===== src/rtl/ptp_systime_pkg.sv =====
package ptp_systime_pkg;
    localparam int REG_W  = 32;
    localparam int TIME_W = 2 * REG_W;
    localparam int INCV_W = 24;
    localparam int INCP_W = REG_W - INCV_W;
    localparam int ADDR_W = 3;

    typedef enum logic [ADDR_W-1:0] {
        A_TIME_LO = 3'd0,
        A_TIME_HI = 3'd1,
        A_RATE    = 3'd2,
        A_OFS_LO  = 3'd3,
        A_OFS_HI  = 3'd4
    } reg_addr_e;
endpackage


===== src/rtl/ptp_rate_gen.sv =====
module ptp_rate_gen #(
    parameter int P_W = 8
) (
    input  logic           clk,
    input  logic           rst,
    input  logic [P_W-1:0] period,
    input  logic           restart,
    output logic           step
);
    typedef struct packed {
        logic [P_W-1:0] cnt;
    } st_t;

    st_t st_d, st_q;
    logic [P_W-1:0] eff;

    always_comb begin
        eff  = (period == '0) ? P_W'(1) : period;
        step = (st_q.cnt >= eff - P_W'(1));
        st_d = st_q;
        if (restart) begin
            st_d.cnt = '0;
        end else if (step) begin
            st_d.cnt = '0;
        end else begin
            st_d.cnt = st_q.cnt + P_W'(1);
        end
    end

    always_ff @(posedge clk) begin
        if (rst) st_q <= '0;
        else     st_q <= st_d;
    end
endmodule


===== src/rtl/ptp_time_acc.sv =====
module ptp_time_acc #(
    parameter int T_W = 64,
    parameter int V_W = 24
) (
    input  logic           clk,
    input  logic           rst,
    input  logic           step,
    input  logic [V_W-1:0] inc_val,
    input  logic           load,
    input  logic [T_W-1:0] load_val,
    input  logic           adj_en,
    input  logic [T_W-1:0] adj_val,
    output logic [T_W-1:0] time_o
);
    typedef struct packed {
        logic [T_W-1:0] t;
    } st_t;

    st_t st_d, st_q;
    logic [T_W-1:0] add_d;
    logic [T_W-1:0] ofs_d;

    always_comb begin
        add_d = step   ? T_W'(inc_val) : '0;
        ofs_d = adj_en ? adj_val       : '0;
        st_d  = st_q;
        if (load) st_d.t = load_val;
        else      st_d.t = st_q.t + add_d + ofs_d;
    end

    always_ff @(posedge clk) begin
        if (rst) st_q <= '0;
        else     st_q <= st_d;
    end

    assign time_o = st_q.t;
endmodule


===== src/rtl/ptp_systime.sv =====
module ptp_systime
    import ptp_systime_pkg::*;
(
    input  logic              clk,
    input  logic              rst,
    input  logic              wr_en,
    input  logic              rd_en,
    input  logic [ADDR_W-1:0] addr,
    input  logic [REG_W-1:0]  wdata,
    output logic [REG_W-1:0]  rdata,
    output logic [TIME_W-1:0] sys_time
);
    typedef struct packed {
        logic [REG_W-1:0] rate;
        logic [REG_W-1:0] ofs_lo;
        logic [REG_W-1:0] stage_lo;
        logic [REG_W-1:0] snap_hi;
        logic [REG_W-1:0] rdata;
    } regs_t;

    regs_t st_d, st_q;

    logic [REG_W-1:0] inc_word;
    logic [REG_W-1:0] adj_word;
    logic [REG_W-1:0] snap_word;
    logic             step;
    logic             restart;
    logic             wr_rate, wr_tlo, wr_thi, wr_olo, wr_ohi;

    assign inc_word  = st_q.rate;
    assign adj_word  = st_q.ofs_lo;
    assign snap_word = st_q.snap_hi;
    assign rdata     = st_q.rdata;

    always_comb begin
        wr_rate = wr_en && (addr == A_RATE);
        wr_tlo  = wr_en && (addr == A_TIME_LO);
        wr_thi  = wr_en && (addr == A_TIME_HI);
        wr_olo  = wr_en && (addr == A_OFS_LO);
        wr_ohi  = wr_en && (addr == A_OFS_HI);
        restart = wr_rate || wr_thi;

        st_d = st_q;
        if (wr_rate) st_d.rate     = wdata;
        if (wr_tlo)  st_d.stage_lo = wdata;
        if (wr_olo)  st_d.ofs_lo   = wdata;

        if (rd_en) begin
            case (addr)
                A_TIME_LO: begin
                    st_d.rdata   = sys_time[REG_W-1:0];
                    st_d.snap_hi = sys_time[TIME_W-1:REG_W];
                end
                A_TIME_HI: st_d.rdata = st_q.snap_hi;
                A_RATE:    st_d.rdata = st_q.rate;
                A_OFS_LO:  st_d.rdata = st_q.ofs_lo;
                default:   st_d.rdata = '0;
            endcase
        end
    end

    always_ff @(posedge clk) begin
        if (rst) st_q <= '0;
        else     st_q <= st_d;
    end

    ptp_rate_gen #(
        .P_W (INCP_W)
    ) u_rate (
        .clk     (clk),
        .rst     (rst),
        .period  (inc_word[REG_W-1:INCV_W]),
        .restart (restart),
        .step    (step)
    );

    ptp_time_acc #(
        .T_W (TIME_W),
        .V_W (INCV_W)
    ) u_acc (
        .clk      (clk),
        .rst      (rst),
        .step     (step),
        .inc_val  (inc_word[INCV_W-1:0]),
        .load     (wr_thi),
        .load_val ({wdata, st_q.stage_lo}),
        .adj_en   (wr_ohi),
        .adj_val  ({wdata, st_q.ofs_lo}),
        .time_o   (sys_time)
    );
endmodule


===== config.mk =====
export PLATFORM = sky130hd
export DESIGN_NAME = ptp_systime
export DESIGN_NICKNAME = d
export VERILOG_FILES = /design/src/rtl/ptp_systime_pkg.sv /design/src/rtl/ptp_rate_gen.sv /design/src/rtl/ptp_time_acc.sv /design/src/rtl/ptp_systime.sv
export SDC_FILE = /design/constraint.sdc
export NUM_CORES = 1
export LEC_CHECK = 0
export ABC_AREA = 1
export BUFFER_PORTS_ARGS = -buffer_cell sky130_fd_sc_hd__buf_2
export CAP_MARGIN = 10
export CELL_PAD_IN_SITES_DETAIL_PLACEMENT = 0
export CELL_PAD_IN_SITES_GLOBAL_PLACEMENT = 1
export CORE_MARGIN = 2
export CORE_UTILIZATION = 46
export DETAILED_ROUTE_END_ITERATION = 7
export PLACE_DENSITY_LB_ADDON = 0.1
export SKIP_CTS_REPAIR_TIMING = 1
export SYNTH_ARGS = -nofsm -noshare
export SYNTH_HDL_FRONTEND = slang
export SYNTH_SLANG_ARGS = --single-unit

===== constraint.sdc =====
create_clock -name clk -period 9.5 [get_ports clk]
set_input_delay 0.95 -clock clk [delete_from_list [all_inputs] [get_ports clk]]
set_output_delay 0.95 -clock clk [all_outputs]
set_load 0.01 [all_outputs]

==> qor.yml, run 1 <==
ir_drop_v: 0.000158
port_buffers: 134
drt-total-wl_microns: 62800
fmax_ghz: 0.178
syn_inst: 2664
drtAntennaViolNets: 0
maxCapViolations: 0
grt_start_max_net_pins: 80
p_leak_nw: 9.91
final_cells: 3200
cpPeakStageDelay_ps: 440
rrSetupSlack_ps: 3890
setup_violations: 0
finalSetupTns_ps: 0
layout-drive-gt1-share_pct: 7.96
fillers: 3739
rr_endpoint: "u_acc.time_o[41]"
syn_nets: 2839
placed_cells: 3151
drv_slew: 0
cp_data_required_time_ps: 9940
critical_path_class: "register to register"
critPathSlowestCell: "fa_1"
hold_class: "register to register"
regArea_sq_mm: 0.00464
yosysSeqAreaShare_pct: 28.1
grtUsageTotal_pct: 32.7
cts.sinks: 232
synth_cell_type_count: 35
relSlewSlack_pct: 26.4
cts_buffers: 28
min_path_cells: 2
dpl.hpwl_microns: 48600
num_vias: 16974
reg2reg_depth: 34
first_iter_violations: 1542
cp_top_family: "simple AND/OR/NAND/NOR gates"
multi_input_area_sq_mm: 0.00922
path_max_fanout: 25
syn_area_sq_mm: 0.0165
die_area_sq_mm: 0.0374
whs_endpoint: "snap_word[14]"
tritoncts: "yes"
power.density_mw_per_mm2: 138
path_depth: 34
fin_area_sq_mm: 0.0182
yosysWarningCount: 0
critPathCaptureType: "register"
rsz0062_at_grt: "false"
syn_avg_cell_area_sq_um: 6.19
grt_pass1_vias: 15649
clock_latency_ps: 580
wl_per_cell_microns: 19.6
viasPerCell: 5.30
reg2reg_from: "inc_word[26]"
rows: 69
gp_congestion: 0.953
start_kind: "register"
die-width_microns: 193
ys_ff_latch: 232
final_cell_mix: "nand2_1 (704), inv_1 (539), a21oi_1 (266), dfxtp_1 (232), o21ai_0 (229)"
drcViolationCount: 0
initial_core_util_pct: 46.5
worstHoldStart: "snap_word[14]"
path_buf_inv: 6
cts-root-buf: "clkbuf_16"
diodes: 0
clock_skew_ps: 30.5
syn_to_final_growth_pct: 10.5
placed_area_sq_mm: 0.0173
power_w: 0.00252
grt_pass1_wl_microns: 94400
antenna_found_initial: 1
cpMostUsedCell: "nand2_1"
crit_arrival_ps: 6050
fin_crit_sh_pct: 59.0
final_common_cell: "nand2_1"
overflow: 0
status: "completed"
core-area_sq_mm: 0.0355
htree_levels: 1
worst_pin_slew_ps: 1100
clk_pin_slew_ps: 60
fp.dieH_microns: 193
ioPinCount: 135
clockBufferDepth: 3
finalHoldViolCount: 0
period_needed_ps: 5610
drtPass1Iterations: 6
final_nets: 2895
-- through the flow --
stage                     worst slack (ps)  util, %  hold WS (ps)
after floorplan                       4870        -           425
after global placement                3470     48.7           438
after detailed placement              3430     48.7           444
after CTS                             3910     51.4           451
after global routing                  3510     51.4           469
final                                 3890     51.4           452
-- synth_stat cells --
| master | number | area [sq um] |
|---|---|---|
| a21oi_1 | 266 | 1330 |
| and2_1 | 1 | 6.26 |
| buf_1 | 2 | 7.51 |
| buf_2 | 12 | 60.1 |
| buf_4 | 32 | 240 |
| clkbuf_1 | 74 | 278 |
| clkbuf_2 | 1 | 5.00 |
| clkinv_1 | 2 | 7.51 |
| dfxtp_1 | 232 | 4640 |
| fa_1 | 25 | 500 |
| ha_1 | 111 | 1390 |
| inv_1 | 540 | 2030 |
| inv_2 | 8 | 30.0 |
| nand2_1 | 704 | 2640 |
| nand2_2 | 2 | 12.5 |
| nand3_1 | 116 | 581 |
| nand3_2 | 1 | 10.0 |
| nand4_1 | 14 | 87.6 |
| nor2_1 | 189 | 709 |
| nor2_2 | 4 | 25.0 |
| nor2_4 | 1 | 11.3 |
| nor3_1 | 12 | 60.1 |
| nor3_2 | 5 | 50.1 |
| nor3_4 | 1 | 16.3 |
| nor3b_2 | 2 | 25.0 |
| nor4_1 | 2 | 12.5 |
| o211ai_1 | 4 | 30.0 |
| o21a_1 | 3 | 22.5 |
| o21ai_0 | 229 | 1150 |
| o21bai_1 | 3 | 22.5 |
| o22ai_1 | 25 | 156 |
| o31ai_1 | 1 | 7.51 |
| or3_1 | 1 | 6.26 |
| xnor2_1 | 8 | 70.1 |
| xor2_1 | 31 | 272 |
-- area by class of cell --
| type | instances | area share (%) |
|---|---|---|
| Multi-Input combinational cell | 1761 | 50.5 |
| Clock buffer | 37 | 4.31 |
| Inverter | 550 | 11.3 |
| Timing Repair Buffer | 147 | 4.22 |
| Clock inverter | 12 | 0.995 |
| Tap cell | 461 | 3.16 |
| Sequential cell | 232 | 25.5 |
-- layer usage --
metal / GRT usage [%] / wire (microns) / vias to the layer above
met2: 51.2 / 27300 / 661
met4: 5.94 / 981 / 2
met3: 5.21 / 5130 / 66
met5: 0 / 9 / -
li1: - / - / 8367
met1: 47.6 / 29300 / 7878
-- flip-flops by register name, summed over array words and instances, names as in the netlist --
| name | cells |
|---|---|
| u_acc.time_o | 64 |
| adj_word | 32 |
| inc_word | 32 |
| rdata | 32 |
| snap_word | 32 |
| st_q | 32 |
| u_rate.st_q | 8 |
-- where the power goes --
group          internal, W  total (W)  switching [W]
logic             0.000101   0.000333       0.000232
clock network     0.000689    0.00115       0.000457
registers          0.00101    0.00104      0.0000315
total              0.00180    0.00252       0.000721
-- how the worst max path moves through the flow --
stage	from	endpoint	slack [ps]
floorplan	inc_word[26]	u_acc.time_o[45]	4870
global placement	wr_en	u_acc.time_o[41]	3470
detailed placement	wr_en	u_acc.time_o[45]	3430
CTS	inc_word[26]	u_acc.time_o[41]	3910
global route	inc_word[26]	u_acc.time_o[45]	3510
finish	inc_word[26]	u_acc.time_o[41]	3890
-- worst min-delay path: stages, from the launching register on --
cell	delay [ps]
dfxtp_1	300
inv_1	60
a21oi_1	50
-- cell families after synthesis --
| logic type | Yosys count | synth area share, % |
|---|---|---|
| AO/OA/AOI/OAI | 531 | 16.5 |
| XOR/XNOR | 39 | 2.07 |
| buffers and inverters | 671 | 16.1 |
| adder cells (fa/ha/maj) | 136 | 11.4 |
| AND/OR/NAND/NOR | 1055 | 25.8 |
| flip-flops | 232 | 28.1 |
Note: power is estimated with default switching activity, not from simulation.
==> inputs of run 2 (changes only) <==
Settings changed: CORE_UTILIZATION 46 to 43.
Clock period 9.5 ns to 5.5 ns, I/O delays scaled along.
==> qor.yml, run 2 (same netlist as run 1, synthesis figures left out) <==
dpl_worst_slack_ps: 317
fmax_ghz: 0.197
initial_core_util_pct: 43.7
die-width_microns: 200
final_common_cell: "nand2_1"
path_max_fanout: 25
finalHoldViolCount: 0
critPathCaptureType: "register"
drtAntennaViolNets: 0
p_leak_nw: 9.97
grtUsageTotal_pct: 31.8
status: "completed"
first_iter_violations: 1459
rows: 71
clock_latency_ps: 590
grt_start_max_net_pins: 88
setup_violations: 0
cts-root-buf: "clkbuf_16"
hold_class: "primary input to register"
tritoncts: "yes"
start_kind: "register"
fin_area_sq_mm: 0.0184
port_buffers: 134
diodes: 0
power.density_mw_per_mm2: 234
grt_pass1_wl_microns: 94200
period_needed_ps: 5090
layout-drive-gt1-share_pct: 8.65
fp.dieH_microns: 200
wl_per_cell_microns: 19.4
clock_skew_ps: 23.2
relSlewSlack_pct: 23.4
die_area_sq_mm: 0.0400
rsz0062_at_grt: "false"
htree_levels: 1
worst_pin_slew_ps: 1150
cts_buffers: 27
fillers: 4077
cp_data_required_time_ps: 5990
whs_ps: 281
finalSetupTns_ps: 0
drv_slew: 0
syn_to_final_growth_pct: 11.5
drcViolationCount: 0
viasPerCell: 5.17
crit_arrival_ps: 5580
cpPeakStageDelay_ps: 480
ir_drop_v: 0.000263
largest_reg_flops: 64
grt_pass1_vias: 15742
cts.sinks: 232
placed_area_sq_mm: 0.0174
clk_pin_slew_ps: 60
dpl.hpwl_microns: 50100
overflow: 0
drt-total-wl_microns: 63200
antenna_found_initial: 0
clockBufferDepth: 3
critical_path_class: "register to register"
fin_crit_sh_pct: 92.5
gp_congestion: 0.958
final_nets: 2904
core-area_sq_mm: 0.0378
critPathSlowestCell: "fa_1"
ioPinCount: 135
final_cell_mix: "nand2_1 (701), inv_1 (539), a21oi_1 (266), dfxtp_1 (232), o21ai_0 (229)"
cpMostUsedCell: "nand2_1"
maxCapViolations: 0
fin_ws_ps: 412
power_w: 0.00430
num_vias: 16859
drtPass1Iterations: 5
run 2: cell types whose count changed in the layout (fill, tap and decap cells not counted), sizes merged:
cell,before,now
clkbuf,37,34
clkinvlp,1,2
buf,147,157
clkinv,8,12
bufinv,4,3
run 2: final cells by class:
class	instances	area [sq um]	area share, %
clock buffers	34	752	4.09
flip-flops and latches	232	4640	25.2
clock inverters	16	183	0.993
well taps	511	639	3.48
multi-input cells	1761	9240	50.2
inverters	550	2070	11.2
repair buffers	157	871	4.73
run 2: per-layer routing:
metal / up-vias / part of all wire [%] / routed length, microns / track usage (%)
li1: 8388 / - / - / -
met4: 0 / 3.2 / 2030 / 10.0
met2: 553 / 42 / 26600 / 48.1
met3: 91 / 7.1 / 4470 / 4.60
met5: - / 0 / 0 / 0
met1: 7827 / 48 / 30100 / 46.3
run 2: metrics by stage:
step                std cells  utilization [%]
CTS                      3261             48.7
detailed placement       3211             46.2
global route             3261             48.7
global placement         3211             46.2
finish                   3261             48.7
floorplan                2664                -
run 2: worst max-delay path: cells and delay by family (launching register included):
family | cells | cell delay [ps]
xor+xnor | 1 | 150
fa+ha+maj | 4 | 1350
buf+inv | 6 | 520
flops | 1 | 340
simple gates | 20 | 2620
run 2: worst paths after layout:
check	start	endpoint	slack, ps	cells after the start
worst max register to register	inc_word[26]	u_acc.time_o[55]	410	31
worst min register to register	snap_word[14]	snap_word[14]	450	2
worst min-delay path	wdata[6]	inc_word[6]	280	3
worst max-delay path	inc_word[26]	u_acc.time_o[55]	410	31
run 2: where the power goes:
part           switching (W)  internal [W]
clock network       0.000798       0.00112
logic               0.000399      0.000183
registers          0.0000531       0.00175
